### src/rtl/fseq_pkg.sv
`timescale 1ns/1ps
package fseq_pkg;

  // sequencer states, one per bus operation of the per-word loop
  typedef enum logic [3:0] {
    S_IDLE, S_FETCH, S_UNL1, S_UNL2, S_SETUP, S_PROG,
    S_POLL, S_VERIFY, S_NEXT, S_DONE, S_FAIL
  } seq_state_t;

  // bus cycle phases
  typedef enum logic [1:0] {
    PH_IDLE, PH_LEAD, PH_STROBE, PH_TRAIL
  } bus_phase_t;

  localparam int unsigned CMD_ADDR_A = 32'h555;
  localparam int unsigned CMD_ADDR_B = 32'h2AA;
  localparam logic [7:0]  CMD_UNL1   = 8'hAA;
  localparam logic [7:0]  CMD_UNL2   = 8'h55;
  localparam logic [7:0]  CMD_PROG   = 8'hA0;

endpackage

### src/rtl/fseq_bus_phy.sv
`timescale 1ns/1ps
module fseq_bus_phy
  import fseq_pkg::*;
#(
  parameter int AW = 20,
  parameter int DW = 16
) (
  input  logic          clk,
  input  logic          rst_n,
  input  logic          op_req,
  input  logic          op_read,
  input  logic [AW-1:0] op_addr,
  input  logic [DW-1:0] op_wdata,
  output logic          op_ack,
  output logic [AW-1:0] fl_addr,
  output logic [DW-1:0] fl_wdata,
  output logic          fl_we_n,
  output logic          fl_oe_n
);

  bus_phase_t    ph_q, ph_d;
  logic          rd_q;
  logic [AW-1:0] addr_q;
  logic [DW-1:0] data_q;
  logic          load;

  always_comb begin
    ph_d = ph_q;
    load = 1'b0;
    unique case (ph_q)
      PH_IDLE:   if (op_req) begin
                   load = 1'b1;
                   ph_d = PH_LEAD;
                 end
      PH_LEAD:   ph_d = PH_STROBE;
      PH_STROBE: ph_d = rd_q ? PH_IDLE : PH_TRAIL;
      PH_TRAIL:  ph_d = PH_IDLE;
      default:   ph_d = PH_IDLE;
    endcase
  end

  always_ff @(posedge clk or negedge rst_n) begin
    if (!rst_n) begin
      ph_q   <= PH_IDLE;
      rd_q   <= 1'b0;
      addr_q <= '0;
      data_q <= '0;
    end else begin
      ph_q <= ph_d;
      if (load) begin
        rd_q   <= op_read;
        addr_q <= op_addr;
        data_q <= op_wdata;
      end
    end
  end

  assign op_ack   = (ph_q == PH_TRAIL) || ((ph_q == PH_STROBE) && rd_q);
  assign fl_addr  = addr_q;
  assign fl_wdata = data_q;
  assign fl_we_n  = !((ph_q == PH_STROBE) && !rd_q);
  assign fl_oe_n  = !(rd_q && ((ph_q == PH_LEAD) || (ph_q == PH_STROBE)));


  strobe_setup_chk: assert property (@(posedge clk) disable iff (!rst_n)
    $fell(fl_we_n) |-> ($stable(fl_addr) && $stable(fl_wdata)));

  strobe_hold_chk: assert property (@(posedge clk) disable iff (!rst_n)
    $rose(fl_we_n) |-> ($stable(fl_addr) && $stable(fl_wdata)));

  strobe_width_chk: assert property (@(posedge clk) disable iff (!rst_n)
    !fl_we_n |=> fl_we_n);

  no_bus_clash_chk: assert property (@(posedge clk) disable iff (!rst_n)
    !(!fl_we_n && !fl_oe_n));

endmodule

### src/rtl/fseq_poll_timer.sv
`timescale 1ns/1ps
module fseq_poll_timer #(
  parameter int POLL_MAX = 4096
) (
  input  logic clk,
  input  logic rst_n,
  input  logic clr,
  input  logic tick,
  output logic expired
);

  localparam int CNT_W = $clog2(POLL_MAX + 1);
  localparam logic [CNT_W-1:0] LAST = CNT_W'(POLL_MAX - 1);

  logic [CNT_W-1:0] cnt_q, cnt_d;
  logic             cnt_en;

  assign expired = tick && (cnt_q == LAST);
  assign cnt_en  = clr || (tick && !expired);

  always_comb begin
    cnt_d = cnt_q;
    if (clr)      cnt_d = '0;
    else if (tick) cnt_d = cnt_q + 1'b1;
  end

  always_ff @(posedge clk or negedge rst_n) begin
    if (!rst_n)      cnt_q <= '0;
    else if (cnt_en) cnt_q <= cnt_d;
  end


  poll_bound_chk: assert property (@(posedge clk) disable iff (!rst_n)
    cnt_q < CNT_W'(POLL_MAX));

endmodule

### src/rtl/flash_prog_seq.sv
`timescale 1ns/1ps
module flash_prog_seq
  import fseq_pkg::*;
#(
  parameter int AW       = 20,
  parameter int DW       = 16,
  parameter int CW       = 16,
  parameter int POLL_MAX = 4096
) (
  input  logic          clk,
  input  logic          rst_n,
  input  logic          start,
  input  logic [AW-1:0] start_addr,
  input  logic [CW-1:0] word_count,
  output logic [CW-1:0] word_idx,
  input  logic [DW-1:0] word_data,
  output logic          busy,
  output logic          done,
  output logic          error,
  output logic [AW-1:0] err_addr,
  output logic [AW-1:0] fl_addr,
  output logic [DW-1:0] fl_wdata,
  input  logic [DW-1:0] fl_rdata,
  output logic          fl_we_n,
  output logic          fl_oe_n
);

  localparam logic [AW-1:0] ADDR_A = AW'(CMD_ADDR_A);
  localparam logic [AW-1:0] ADDR_B = AW'(CMD_ADDR_B);

  seq_state_t    st_q, st_d;
  logic [AW-1:0] addr_q, addr_d, eaddr_q, eaddr_d;
  logic [CW-1:0] idx_q, idx_d, left_q, left_d;
  logic [DW-1:0] word_q, word_d;

  logic          op_req, op_read, op_ack;
  logic [AW-1:0] op_addr;
  logic [DW-1:0] op_wdata;
  logic          t_clr, t_tick, t_expired;

  fseq_bus_phy #(.AW(AW), .DW(DW)) i_phy (
    .clk(clk), .rst_n(rst_n),
    .op_req(op_req), .op_read(op_read), .op_addr(op_addr), .op_wdata(op_wdata),
    .op_ack(op_ack),
    .fl_addr(fl_addr), .fl_wdata(fl_wdata), .fl_we_n(fl_we_n), .fl_oe_n(fl_oe_n)
  );

  fseq_poll_timer #(.POLL_MAX(POLL_MAX)) i_timer (
    .clk(clk), .rst_n(rst_n), .clr(t_clr), .tick(t_tick), .expired(t_expired)
  );

  always_comb begin
    st_d     = st_q;
    addr_d   = addr_q;
    idx_d    = idx_q;
    left_d   = left_q;
    word_d   = word_q;
    eaddr_d  = eaddr_q;
    op_req   = 1'b0;
    op_read  = 1'b0;
    op_addr  = addr_q;
    op_wdata = word_q;
    t_clr    = 1'b0;
    t_tick   = 1'b0;
    unique case (st_q)
      S_IDLE, S_DONE, S_FAIL: if (start) begin
        if (word_count == '0) begin
          st_d = S_DONE;
        end else begin
          addr_d = start_addr;
          idx_d  = '0;
          left_d = word_count;
          st_d   = S_FETCH;
        end
      end
      S_FETCH: begin
        word_d = word_data;
        t_clr  = 1'b1;
        st_d   = S_UNL1;
      end
      S_UNL1: begin
        op_req = 1'b1; op_addr = ADDR_A; op_wdata = DW'(CMD_UNL1);
        if (op_ack) st_d = S_UNL2;
      end
      S_UNL2: begin
        op_req = 1'b1; op_addr = ADDR_B; op_wdata = DW'(CMD_UNL2);
        if (op_ack) st_d = S_SETUP;
      end
      S_SETUP: begin
        op_req = 1'b1; op_addr = ADDR_A; op_wdata = DW'(CMD_PROG);
        if (op_ack) st_d = S_PROG;
      end
      S_PROG: begin
        op_req = 1'b1;
        if (op_ack) st_d = S_POLL;
      end
      S_POLL: begin
        op_req = 1'b1; op_read = 1'b1;
        if (op_ack) begin
          if (fl_rdata[7] == word_q[7]) begin
            st_d = S_VERIFY;
          end else begin
            t_tick = 1'b1;
            if (t_expired) begin
              st_d    = S_FAIL;
              eaddr_d = addr_q;
            end
          end
        end
      end
      S_VERIFY: begin
        op_req = 1'b1; op_read = 1'b1;
        if (op_ack) begin
          if (fl_rdata == word_q) begin
            st_d = S_NEXT;
          end else begin
            st_d    = S_FAIL;
            eaddr_d = addr_q;
          end
        end
      end
      S_NEXT: begin
        if (left_q == CW'(1)) begin
          st_d = S_DONE;
        end else begin
          addr_d = addr_q + 1'b1;
          idx_d  = idx_q + 1'b1;
          left_d = left_q - 1'b1;
          st_d   = S_FETCH;
        end
      end
      default: st_d = S_IDLE;
    endcase
  end

  always_ff @(posedge clk or negedge rst_n) begin
    if (!rst_n) begin
      st_q    <= S_IDLE;
      addr_q  <= '0;
      idx_q   <= '0;
      left_q  <= '0;
      word_q  <= '0;
      eaddr_q <= '0;
    end else begin
      st_q    <= st_d;
      addr_q  <= addr_d;
      idx_q   <= idx_d;
      left_q  <= left_d;
      word_q  <= word_d;
      eaddr_q <= eaddr_d;
    end
  end

  assign word_idx = idx_q;
  assign busy     = !((st_q == S_IDLE) || (st_q == S_DONE) || (st_q == S_FAIL));
  assign done     = (st_q == S_DONE);
  assign error    = (st_q == S_FAIL);
  assign err_addr = eaddr_q;


  done_err_excl_chk: assert property (@(posedge clk) disable iff (!rst_n)
    !(done && error));

  fail_quiet_chk: assert property (@(posedge clk) disable iff (!rst_n)
    error |-> (fl_we_n && fl_oe_n));

  done_quiet_chk: assert property (@(posedge clk) disable iff (!rst_n)
    done |-> (fl_we_n && fl_oe_n && !busy));

endmodule

### config.mk
export PLATFORM = sky130hd
export DESIGN_NAME = flash_prog_seq
export DESIGN_NICKNAME = d
export VERILOG_FILES = /design/src/rtl/fseq_pkg.sv /design/src/rtl/fseq_bus_phy.sv /design/src/rtl/fseq_poll_timer.sv /design/src/rtl/flash_prog_seq.sv
export SDC_FILE = /design/constraint.sdc
export NUM_CORES = 1
export LEC_CHECK = 0
export BUFFER_PORTS_ARGS = -buffer_cell sky130_fd_sc_hd__buf_2
export CAP_MARGIN = 20
export CELL_PAD_IN_SITES_DETAIL_PLACEMENT = 1
export CELL_PAD_IN_SITES_GLOBAL_PLACEMENT = 2
export CORE_MARGIN = 1.5
export CORE_UTILIZATION = 37
export DETAILED_ROUTE_END_ITERATION = 8
export PLACE_DENSITY = 0.93
export SYNTH_ARGS = -nofsm -noshare
export SYNTH_HDL_FRONTEND = slang
export SYNTH_SLANG_ARGS = --single-unit
### constraint.sdc
create_clock -name clk -period 4.2 [get_ports clk]
set_clock_uncertainty 0.2 [all_clocks]
set_input_delay 0.42 -clock clk [delete_from_list [all_inputs] [get_ports clk]]
set_output_delay 0.42 -clock clk [all_outputs]
set_load 0.05 [all_outputs]
==> flow_metrics.tcl, run 1 <==
set metrics [dict create \
    layout_commonest_cell "buf_2" \
    gp_congestion 0.785 \
    hp-class "primary input to flip-flop" \
    crit_type "flip-flop to flip-flop" \
    clkSinkCount 144 \
    antenna_found_initial 3 \
    core_area_mm2 0.0190 \
    drive_above_1_share_pct 27.6 \
    mostFrequentLayoutCells "buf_2 (146), dfrtp_1 (144), nand2_1 (80), a21oi_1 (62), nor2_1 (60)" \
    cp.required_ns 4.34 \
    clk_latency_ns 0.42 \
    grt-ovfl-total 0 \
    max_cap_violations 0 \
    drt-pass1-iter-count 4 \
    multi_input_area_mm2 0.00338 \
    relSlewSlack_pct 39.3 \
    ir_drop_mv 0.545 \
    synth_seq_area_share_pct 49.9 \
    placement_rows 50 \
    cts_tree "built" \
    initial_core_util_pct 38.1 \
    ant_nets 0 \
    slew_viol_final 0 \
    max_freq_mhz 327 \
    synthDominantCellAreaShare_pct 49.9 \
    fin_tns_setup_ns 0 \
    syn_to_final_growth_pct 22.3 \
    yosys_register_bits 144 \
    wire_per_inst_um 19.0 \
    grt_usage_pct 21.9 \
    regToRegEndpoint "word_idx[14]" \
    fin_ws_ns 1.14 \
    finalWirelength_um 21900 \
    dieArea_mm2 0.0204 \
    design_area_mm2 0.00884 \
    drt_iter0_markers 272 \
    cp-end-kind "flip-flop" \
    worst-path-max-fanout 32 \
    synth_ff_type "dfrtp_1" \
    fin_crit_ns 3.06 \
    seq_area_mm2 0.00360 \
    first_global_vias 6364 \
    power.leakage_uw 0.00403 \
    start_kind "flip-flop" \
    io-pin-count 148 \
    cts_root_buf "clkbuf_16" \
    fin_util_pct 46.7 \
    cts_buffer_depth 2 \
    netlist_top_cells_area "dfrtp_1 (50%), mux2_2 (5.6%), a21oi_1 (4.4%)" \
    grt_max_degree 86 \
    hold_path_depth 2 \
    synth_cell_types 61 \
    syn_nets 822 \
    synth-edff-count 0 \
    fp.dieW_um 143 \
    r2r_cells 7 \
    grt_setup_unrepaired "no" \
    clkTransAtPathRegs_ns 0.06 \
    place_ws_ns 1.19 \
    p_per_area_mw_per_mm2 831 \
    setup_viol 0 \
    numPortBuffers 147 \
    tightest_slew_ns 0.903 \
    r2r_slack_ns 1.14 \
    post-dp-hpwl_um 15200 \
    grt_pass1_wl_um 34300 \
    die_h_um 143 \
    vias 6271 \
    period_share_pct 72.9 \
    ys_async_sr_fraction_pct 100 \
    netlist.top_cell.by_area "dfrtp_1" \
    fillers 2225 \
    synth_cells 743 \
    min_to "word_q[4]" \
    worstHoldStart "word_data[4]" \
    status "complete, no violations" \
    hold_violations 0 \
    nets 955 \
    avgSynthCellArea_um2 9.73 \
    cts-htree-levels 4 \
    whs_ns 0.0294 \
    ys_warn_count 0 \
    cts_buffers 17 \
    syn-cell-area_mm2 0.00723 \
    drc 0 \
    via_per_inst 5.46 \
    worstPathArrival_ns 3.20 \
    rr_startpoint "st_q[1]" \
    dpl_cell_area_mm2 0.00821 \
]
-- worst max path at each step --
stage | depth (start not counted) | from | end | slack (ns)
3_3_place_gp | 7 | st_q[3] | word_idx[14] | 1.31
6_report | 7 | st_q[1] | word_idx[14] | 1.14
2_1_floorplan | 9 | st_q[3] | left_q[5] | 0.04
4_1_cts | 7 | st_q[1] | word_idx[14] | 1.18
5_1_grt | 7 | st_q[1] | word_idx[15] | 0.95
3_5_place_dp | 7 | st_q[1] | word_idx[14] | 1.19
-- cell usage after synthesis, types with 6 or more instances --
cell type and number:
dfrtp_1 144, ha_1 8, a22o_1 20, or4_1 6, nand3_1 22, nor3_1 15
or3_1 8, nand2_1 80, mux2_2 36, a21oi_1 63, clkbuf_1 34, o21ai_0 56
and3_1 9, nand4_1 10, xor2_1 25, nand2b_1 9, nor2_1 60, buf_2 6
nor4_1 23, inv_1 12, xnor2_1 7
-- logic make-up after synthesis --
group | Yosys count | synth area share, %
AO/OA/AOI/OAI | 194 | 16.9
XOR/XNOR | 32 | 3.88
adder cells (fa/ha/maj) | 8 | 1.38
buffers and inverters | 60 | 3.63
flip-flops | 144 | 49.9
multiplexers | 37 | 5.75
AND/OR/NAND/NOR | 268 | 18.6
-- repair_timing --
item | 4_1_cts | 5_1_grt
setup endpoints to repair | 0 | 0
hold buffers | 1 | 0
buffers inserted | 0 | 0
endpoints found under the hold margin | 84 | 0
resized for setup | 0 | 0
-- layout make-up --
| type | count | share of cell area [%] |
|---|---|---|
| repair buffers | 162 | 9.83 |
| flip-flops and latches | 144 | 40.7 |
| clock buffers | 18 | 4.97 |
| diodes | 2 | 0.0566 |
| inverters | 12 | 0.509 |
| clock inverters | 12 | 2.02 |
| well taps | 260 | 3.68 |
| multi-input cells | 539 | 38.2 |
-- critical path, stage by stage (launching register included) --
cell	delay [ns]
dfrtp_1	0.70
nor4bb_1	0.18
a31oi_2	0.29
nor2b_1	0.20
or3_1	0.44
buf_4	0.26
or4_1	0.56
a21oi_2	0.14
-- report_power, final --
group          switching, uW  total (uW)  internal (uW)
logic                   2180        3200           1020
registers                610        2540           1930
clock network            607        1620           1010
-- flip-flops by register name, indices dropped and copies added, names as in the netlist --
register and cells:
word_q 16, left_q 16, addr_q 20, i_phy.rd_q 1, i_phy.ph_q 2, i_phy.fl_addr 20, st_q 4, i_phy.fl_wdata 16
err_addr 20, word_idx 16, i_timer.cnt_q 13
-- layer usage --
| metal | part of all wire (%) | track usage, % |
|---|---|---|
| met5 | 0.059 | 0 |
| met4 | 1.5 | 6.73 |
| met3 | 4.1 | 4.49 |
| met1 | 44 | 27.9 |
| met2 | 50 | 37.3 |
-- per-stage QoR --
step / cells / power, uW
after floorplan: 743 / 4820
after global placement: 1116 / 5650
after detailed placement: 1116 / 5750
after CTS: 1147 / 7410
after global routing: 1149 / 7780
final: 1149 / 7350
Power figures use the tool's default switching activity.
==> inputs of run 2 (changes only) <==
--- a/config.mk
+++ b/config.mk
@@ -10,9 +10,9 @@
 export CELL_PAD_IN_SITES_DETAIL_PLACEMENT = 1
 export CELL_PAD_IN_SITES_GLOBAL_PLACEMENT = 2
 export CORE_MARGIN = 1.5
-export CORE_UTILIZATION = 37
+export CORE_UTILIZATION = 31
 export DETAILED_ROUTE_END_ITERATION = 8
-export PLACE_DENSITY = 0.93
+export PLACE_DENSITY = 0.84
 export SYNTH_ARGS = -nofsm -noshare
 export SYNTH_HDL_FRONTEND = slang
 export SYNTH_SLANG_ARGS = --single-unit
==> constraint.sdc (replaced) <==
create_clock -name clk -period 2.5 [get_ports clk]
set_clock_uncertainty 0.2 [all_clocks]
set_input_delay 0.25 -clock clk [delete_from_list [all_inputs] [get_ports clk]]
set_output_delay 0.25 -clock clk [all_outputs]
set_load 0.05 [all_outputs]
==> flow_metrics.tcl, run 2 (synthesis results as in run 1) <==
set metrics [dict create \
    status "complete, but fails checks" \
    violations "negative hold slack" \
    relSlewSlack_pct 55.5 \
    period_share_pct 100 \
    grt_usage_pct 19.7 \
    ant_nets 0 \
    initial_core_util_pct 31.7 \
    wire_per_inst_um 18.4 \
    cts_tree "built" \
    clk_latency_ns 0.43 \
    drc 0 \
    worstPathArrival_ns 2.66 \
    wl_met3_um 636 \
    clkTransAtPathRegs_ns 0.07 \
    hold_violations 1 \
    tightest_slew_ns 0.664 \
    r2r_slack_ns 0.0007 \
    dr.max_layer_used "met4" \
    cts_buffer_depth 2 \
    drive_above_1_share_pct 32.5 \
    vias 6620 \
    layout_commonest_cell "buf_2" \
    dieArea_mm2 0.0242 \
    io-pin-count 148 \
    start_kind "flip-flop" \
    dpl_cell_area_mm2 0.00866 \
    cp-end-kind "flip-flop" \
    grt_pass1_wl_um 37300 \
    slew_viol_final 0 \
    cts_buffers 17 \
    power.leakage_uw 0.00451 \
    placed_cells 1210 \
    cts-htree-levels 4 \
    fin_cells 1303 \
    cp.required_ns 2.66 \
    grt_setup_unrepaired "yes" \
    ir_drop_mv 0.852 \
    hp-class "primary input to flip-flop" \
    worst-path-max-fanout 6 \
    drt_iter0_markers 363 \
    mostFrequentLayoutCells "buf_2 (146), dfrtp_1 (141), nand2_1 (78), a21oi_1 (61), nor2_1 (60)" \
    core_area_mm2 0.0228 \
    whs_ns -0.00312 \
    met1Wirelength_um 11100 \
    cts_root_buf "clkbuf_16" \
    route.met2.wl_um 11800 \
    grt-ovfl-total 0 \
    first_global_vias 6830 \
    finalWirelength_um 23900 \
    fin_crit_ns 2.50 \
    clkSinkCount 144 \
    design_area_mm2 0.00998 \
    numPortBuffers 147 \
    max_cap_violations 0 \
    nets 1055 \
    syn_to_final_growth_pct 38.1 \
    p_per_area_mw_per_mm2 1300 \
    grt_max_degree 58 \
    placement_rows 55 \
    post-dp-hpwl_um 16100 \
    fp.dieW_um 156 \
    die_h_um 156 \
    via_per_inst 5.08 \
    drt-pass1-iter-count 4 \
    max_freq_mhz 400 \
    crit_type "flip-flop to flip-flop" \
    setup_viol 0 \
    antenna_found_initial 1 \
    gp_congestion 0.785 \
]
## run 2: changes by cell type in the layout (fill, tap and decap cells not counted), moves of 3 or more
cell,previous run,this run
bufinv_16,4,1
dfrtp_1,144,141
buf_6,1,5
clkbuf_16,17,21
dfrtp_2,0,3
buf_4,13,54
dlygate4sd3_1,1,47
buf_12,1,6
## run 2: final timing paths
path,startpoint,end,cells past startpoint
setup / recovery,st_q[0],word_idx[14],8
min in group asynchronous,rst_n,word_idx[11],2
setup reg to reg,st_q[0],word_idx[14],8
max in group asynchronous,rst_n,addr_q[15],3
hold / removal,start_addr[2],addr_q[2],3
hold reg to reg,i_phy.fl_addr[2],i_phy.fl_addr[2],2
## run 2: metrics by stage
step                      power, uW  utilization, %  TNS (ns)  hold slack [ns]  worst slack [ns]
after floorplan                8210               -     -5.68           -0.246            -0.226
after global placement        10000            38.0   -0.0342           0.0318           -0.0294
after detailed placement      10100            38.0    -0.199           0.0323           -0.0624
after CTS                     12800            42.7   -0.0147          0.00185           -0.0125
after global routing          13800            43.8    -0.509           0.0100           -0.0800
final                         13000            43.8         0         -0.00312          0.000709
## run 2: where the power goes
group,leakage (uW),total [uW],internal [uW],switching [uW]
logic,0.00242,6400,2300,4100
clock network,0.000280,2540,1400,1140
registers,0.00181,4080,3240,838
total,0.00451,13000,6950,6070
## run 2: repair_timing
action,in CTS,in global routing
hold buffers,47,0
gates resized for setup,2,22
pin swaps,0,6
cloned,0,5
hold endpoints to repair,133,0
buffers inserted,1,7
endpoints found under the setup margin,11,59
## run 2: critical path, cell delays in order (launching register included)
cell and delay (ns):
dfrtp_2 0.44, buf_4 0.15, nor4bb_4 0.17, a31oi_4 0.21, nor2b_4 0.09, or3_4 0.38, buf_12 0.15, or4_4 0.51
a21oi_2 0.14
## run 2: area by class of cell
class                           count  area (um^2)
Inverter                           12         45.0
Clock inverter                     15          148
Fill cell                        2610        12800
Antenna cell                        1         2.50
Timing Repair Buffer              262         1880
Multi-Input combinational cell    539         3480
Clock buffer                       17          425
Sequential cell                   144         3610
Tap cell                          313          392
## run 2: routing by layer
layer | GRT usage, % | up-vias
met2 | 33.6 | 129
li1 | - | 3158
met3 | 2.94 | 30
met4 | 5.12 | 0
met1 | 26.1 | 3303
met5 | 0 | -
==> inputs of run 3 (changes only) <==
--- a/config.mk
+++ b/config.mk
@@ -5,14 +5,15 @@
 export SDC_FILE = /design/constraint.sdc
 export NUM_CORES = 1
 export LEC_CHECK = 0
+export ABC_AREA = 1
 export BUFFER_PORTS_ARGS = -buffer_cell sky130_fd_sc_hd__buf_2
 export CAP_MARGIN = 20
 export CELL_PAD_IN_SITES_DETAIL_PLACEMENT = 1
 export CELL_PAD_IN_SITES_GLOBAL_PLACEMENT = 2
 export CORE_MARGIN = 1.5
-export CORE_UTILIZATION = 31
+export CORE_UTILIZATION = 28
 export DETAILED_ROUTE_END_ITERATION = 8
-export PLACE_DENSITY = 0.84
+export PLACE_DENSITY = 0.83
 export SYNTH_ARGS = -nofsm -noshare
 export SYNTH_HDL_FRONTEND = slang
 export SYNTH_SLANG_ARGS = --single-unit
==> flow_metrics.tcl, run 3 <==
set metrics [dict create \
    via_per_inst 4.61 \
    p_clk_share_pct 21.1 \
    status "complete, no violations" \
    gp_congestion 0.826 \
    initial_core_util_pct 28.5 \
    drt-pass1-iter-count 4 \
    synth-edff-count 0 \
    antenna_found_initial 1 \
    grt_pass1_wl_um 42700 \
    synthDominantCellAreaShare_pct 45.5 \
    relSlewSlack_pct 64.6 \
    cts_buffers 17 \
    slew_viol_final 0 \
    cp-end-kind "output port" \
    finalWirelength_um 26200 \
    syn_nets 1183 \
    synth_seq_area_share_pct 45.5 \
    drc 0 \
    core_area_mm2 0.0278 \
    cts_tree "built" \
    hold_violations 0 \
    nets 1377 \
    worstHoldStart "word_count[9]" \
    power.leakage_uw 0.00512 \
    fp.dieW_um 171 \
    ant_nets 0 \
    tightest_slew_ns 0.530 \
    setup_viol 0 \
    fin_crit_ns 2.12 \
    synth_ff_type "dfrtp_1" \
    max_freq_mhz 471 \
    seq_area_mm2 0.00360 \
    clk_latency_ns 0.42 \
    max_cap_violations 0 \
    layout_commonest_cell "nand2_1" \
    grt_usage_pct 18.5 \
    syn_to_final_growth_pct 28.9 \
    syn-cell-area_mm2 0.00791 \
    period_share_pct 85.0 \
    synth_cells 1104 \
    ys_warn_count 0 \
    cts_buffer_depth 2 \
    cts_root_buf "clkbuf_16" \
    fin_ws_ns 0.375 \
    grt_use_met1_pct 24.9 \
    hp-class "primary input to flip-flop" \
    yosys_register_bits 144 \
    cts-htree-levels 4 \
    vias 7779 \
    synth_common_cells "nand2_1 (399), dfrtp_1 (144), inv_1 (112)" \
    p_per_area_mw_per_mm2 1300 \
    io-pin-count 148 \
    avgSynthCellArea_um2 7.17 \
    place_ws_ns 0.437 \
    ir_drop_mv 0.731 \
    ys_async_sr_fraction_pct 100 \
    netlist_top_cells_area "dfrtp_1 (46%), nand2_1 (19%), inv_1 (5.3%)" \
    power_uw 13300 \
    grt-ovfl-total 0 \
    sequentialPowerShare_pct 30.4 \
    power_frac_comb_pct 48.5 \
    cp.required_ns 2.05 \
    worstPathArrival_ns 1.67 \
    dieArea_mm2 0.0293 \
    die_h_um 171 \
    intPower_uw 6750 \
    whs_ns 0.00866 \
    first_global_vias 8224 \
    power_switching_uw 6520 \
    use_met2_pct 31.0 \
    synth_cell_types 35 \
    busiest_layer "met2" \
    clkSinkCount 144 \
    start_kind "flip-flop" \
    drive_above_1_share_pct 16.9 \
    setup.worst_path.start "st_q[1]" \
    crit_type "flip-flop to output port" \
    fin_tns_setup_ns 0 \
    drt_iter0_markers 433 \
    power.share.switching_pct 49.1 \
    wire_per_inst_um 15.5 \
    worst-path-max-fanout 6 \
    grt_max_degree 59 \
    grtUsageMet3_pct 3.33 \
    netlist.top_cell.by_area "dfrtp_1" \
    mostFrequentLayoutCells "nand2_1 (399), buf_2 (146), dfrtp_1 (144), inv_1 (112), nor2_1 (103)" \
    fillers 3544 \
    rr_startpoint "i_timer.cnt_q[0]" \
    grt_setup_unrepaired "no" \
    placement_rows 61 \
    multi_input_area_mm2 0.00368 \
    numPortBuffers 147 \
    post-dp-hpwl_um 19300 \
    yosysMostFrequentCell "nand2_1" \
    r2r_slack_ns 0.44 \
    clkTransAtPathRegs_ns 0.06 \
]
==> run 3: changes by cell type in the layout (fill, tap and decap cells not counted), moves of 21 or more <==
cell | previous run | this run
mux2_2 | 36 | 0
nand3_1 | 22 | 81
inv_1 | 12 | 112
o21ai_0 | 56 | 82
nor2_1 | 60 | 103
nor4_1 | 22 | 1
buf_4 | 54 | 17
a21oi_1 | 61 | 8
nand2_1 | 78 | 399
==> run 3: repair_timing <==
item / 4_1_cts / 5_1_grt
setup endpoints to repair: 0 / 0
gates resized for setup: 0 / 0
buffers inserted: 0 / 0
hold buffers: 42 / 0
hold endpoints to repair: 85 / 0
==> run 3: power by group through the flow <==
| stage | registers (uW) | logic, uW | clock network [uW] |
|---|---|---|---|
| floorplan | 5210 | 3350 | 0 |
| global placement | 4040 | 6280 | 0 |
| detailed placement | 4060 | 6430 | 0 |
| CTS | 4040 | 6530 | 2850 |
| global route | 4160 | 7160 | 2940 |
| finish | 4030 | 6430 | 2800 |
==> run 3: layer usage <==
layer	up-vias	share of wire, %
met5	-	0
met4	0	0.83
met3	14	4.5
met2	145	46
met1	3748	48
li1	3872	-
==> run 3: critical path, stage by stage, from the launching register on <==
cell and delay, ns:
dfrtp_1 0.44, nor2_1 0.19, inv_2 0.09, nand3_1 0.07
nand2_1 0.11, inv_2 0.09, buf_2 0.27
==> run 3: logic make-up after synthesis <==
logic type	synth area share, %
flip-flops	45.5
AND/OR/NAND/NOR	33.3
buffers and inverters	7.94
XOR/XNOR	2.55
AO/OA/AOI/OAI	9.41
adder cells (fa/ha/maj)	1.27
==> run 3: worst paths after layout <==
path                                endpoint  cells past startpoint
max                                     busy                      6
min                                left_q[9]                      5
max reg2reg                     err_addr[11]                     10
min reg2reg                     err_addr[10]                      2
max in group asynchronous  i_phy.fl_wdata[7]                      3
min in group asynchronous          left_q[8]                      2
==> run 3: stage by stage <==
stage / instance area, um^2 / instances / util [%]
final: 10200 / 1687 / 36.7
after CTS: 10200 / 1686 / 36.7
after global routing: 10200 / 1687 / 36.7
after floorplan: 7910 / 1104 / -
after global placement: 9150 / 1615 / 32.9
after detailed placement: 9150 / 1615 / 32.9
==> run 3: area by class of cell <==
| class | instances | share of cell area [%] |
|---|---|---|
| Timing Repair Buffer | 209 | 13.2 |
| Sequential cell | 144 | 35.3 |
| Inverter | 122 | 4.50 |
| Antenna cell | 1 | 0.0245 |
| Tap cell | 378 | 4.64 |
| Clock inverter | 10 | 1.84 |
| Multi-Input combinational cell | 804 | 36.1 |
| Clock buffer | 19 | 4.34 |
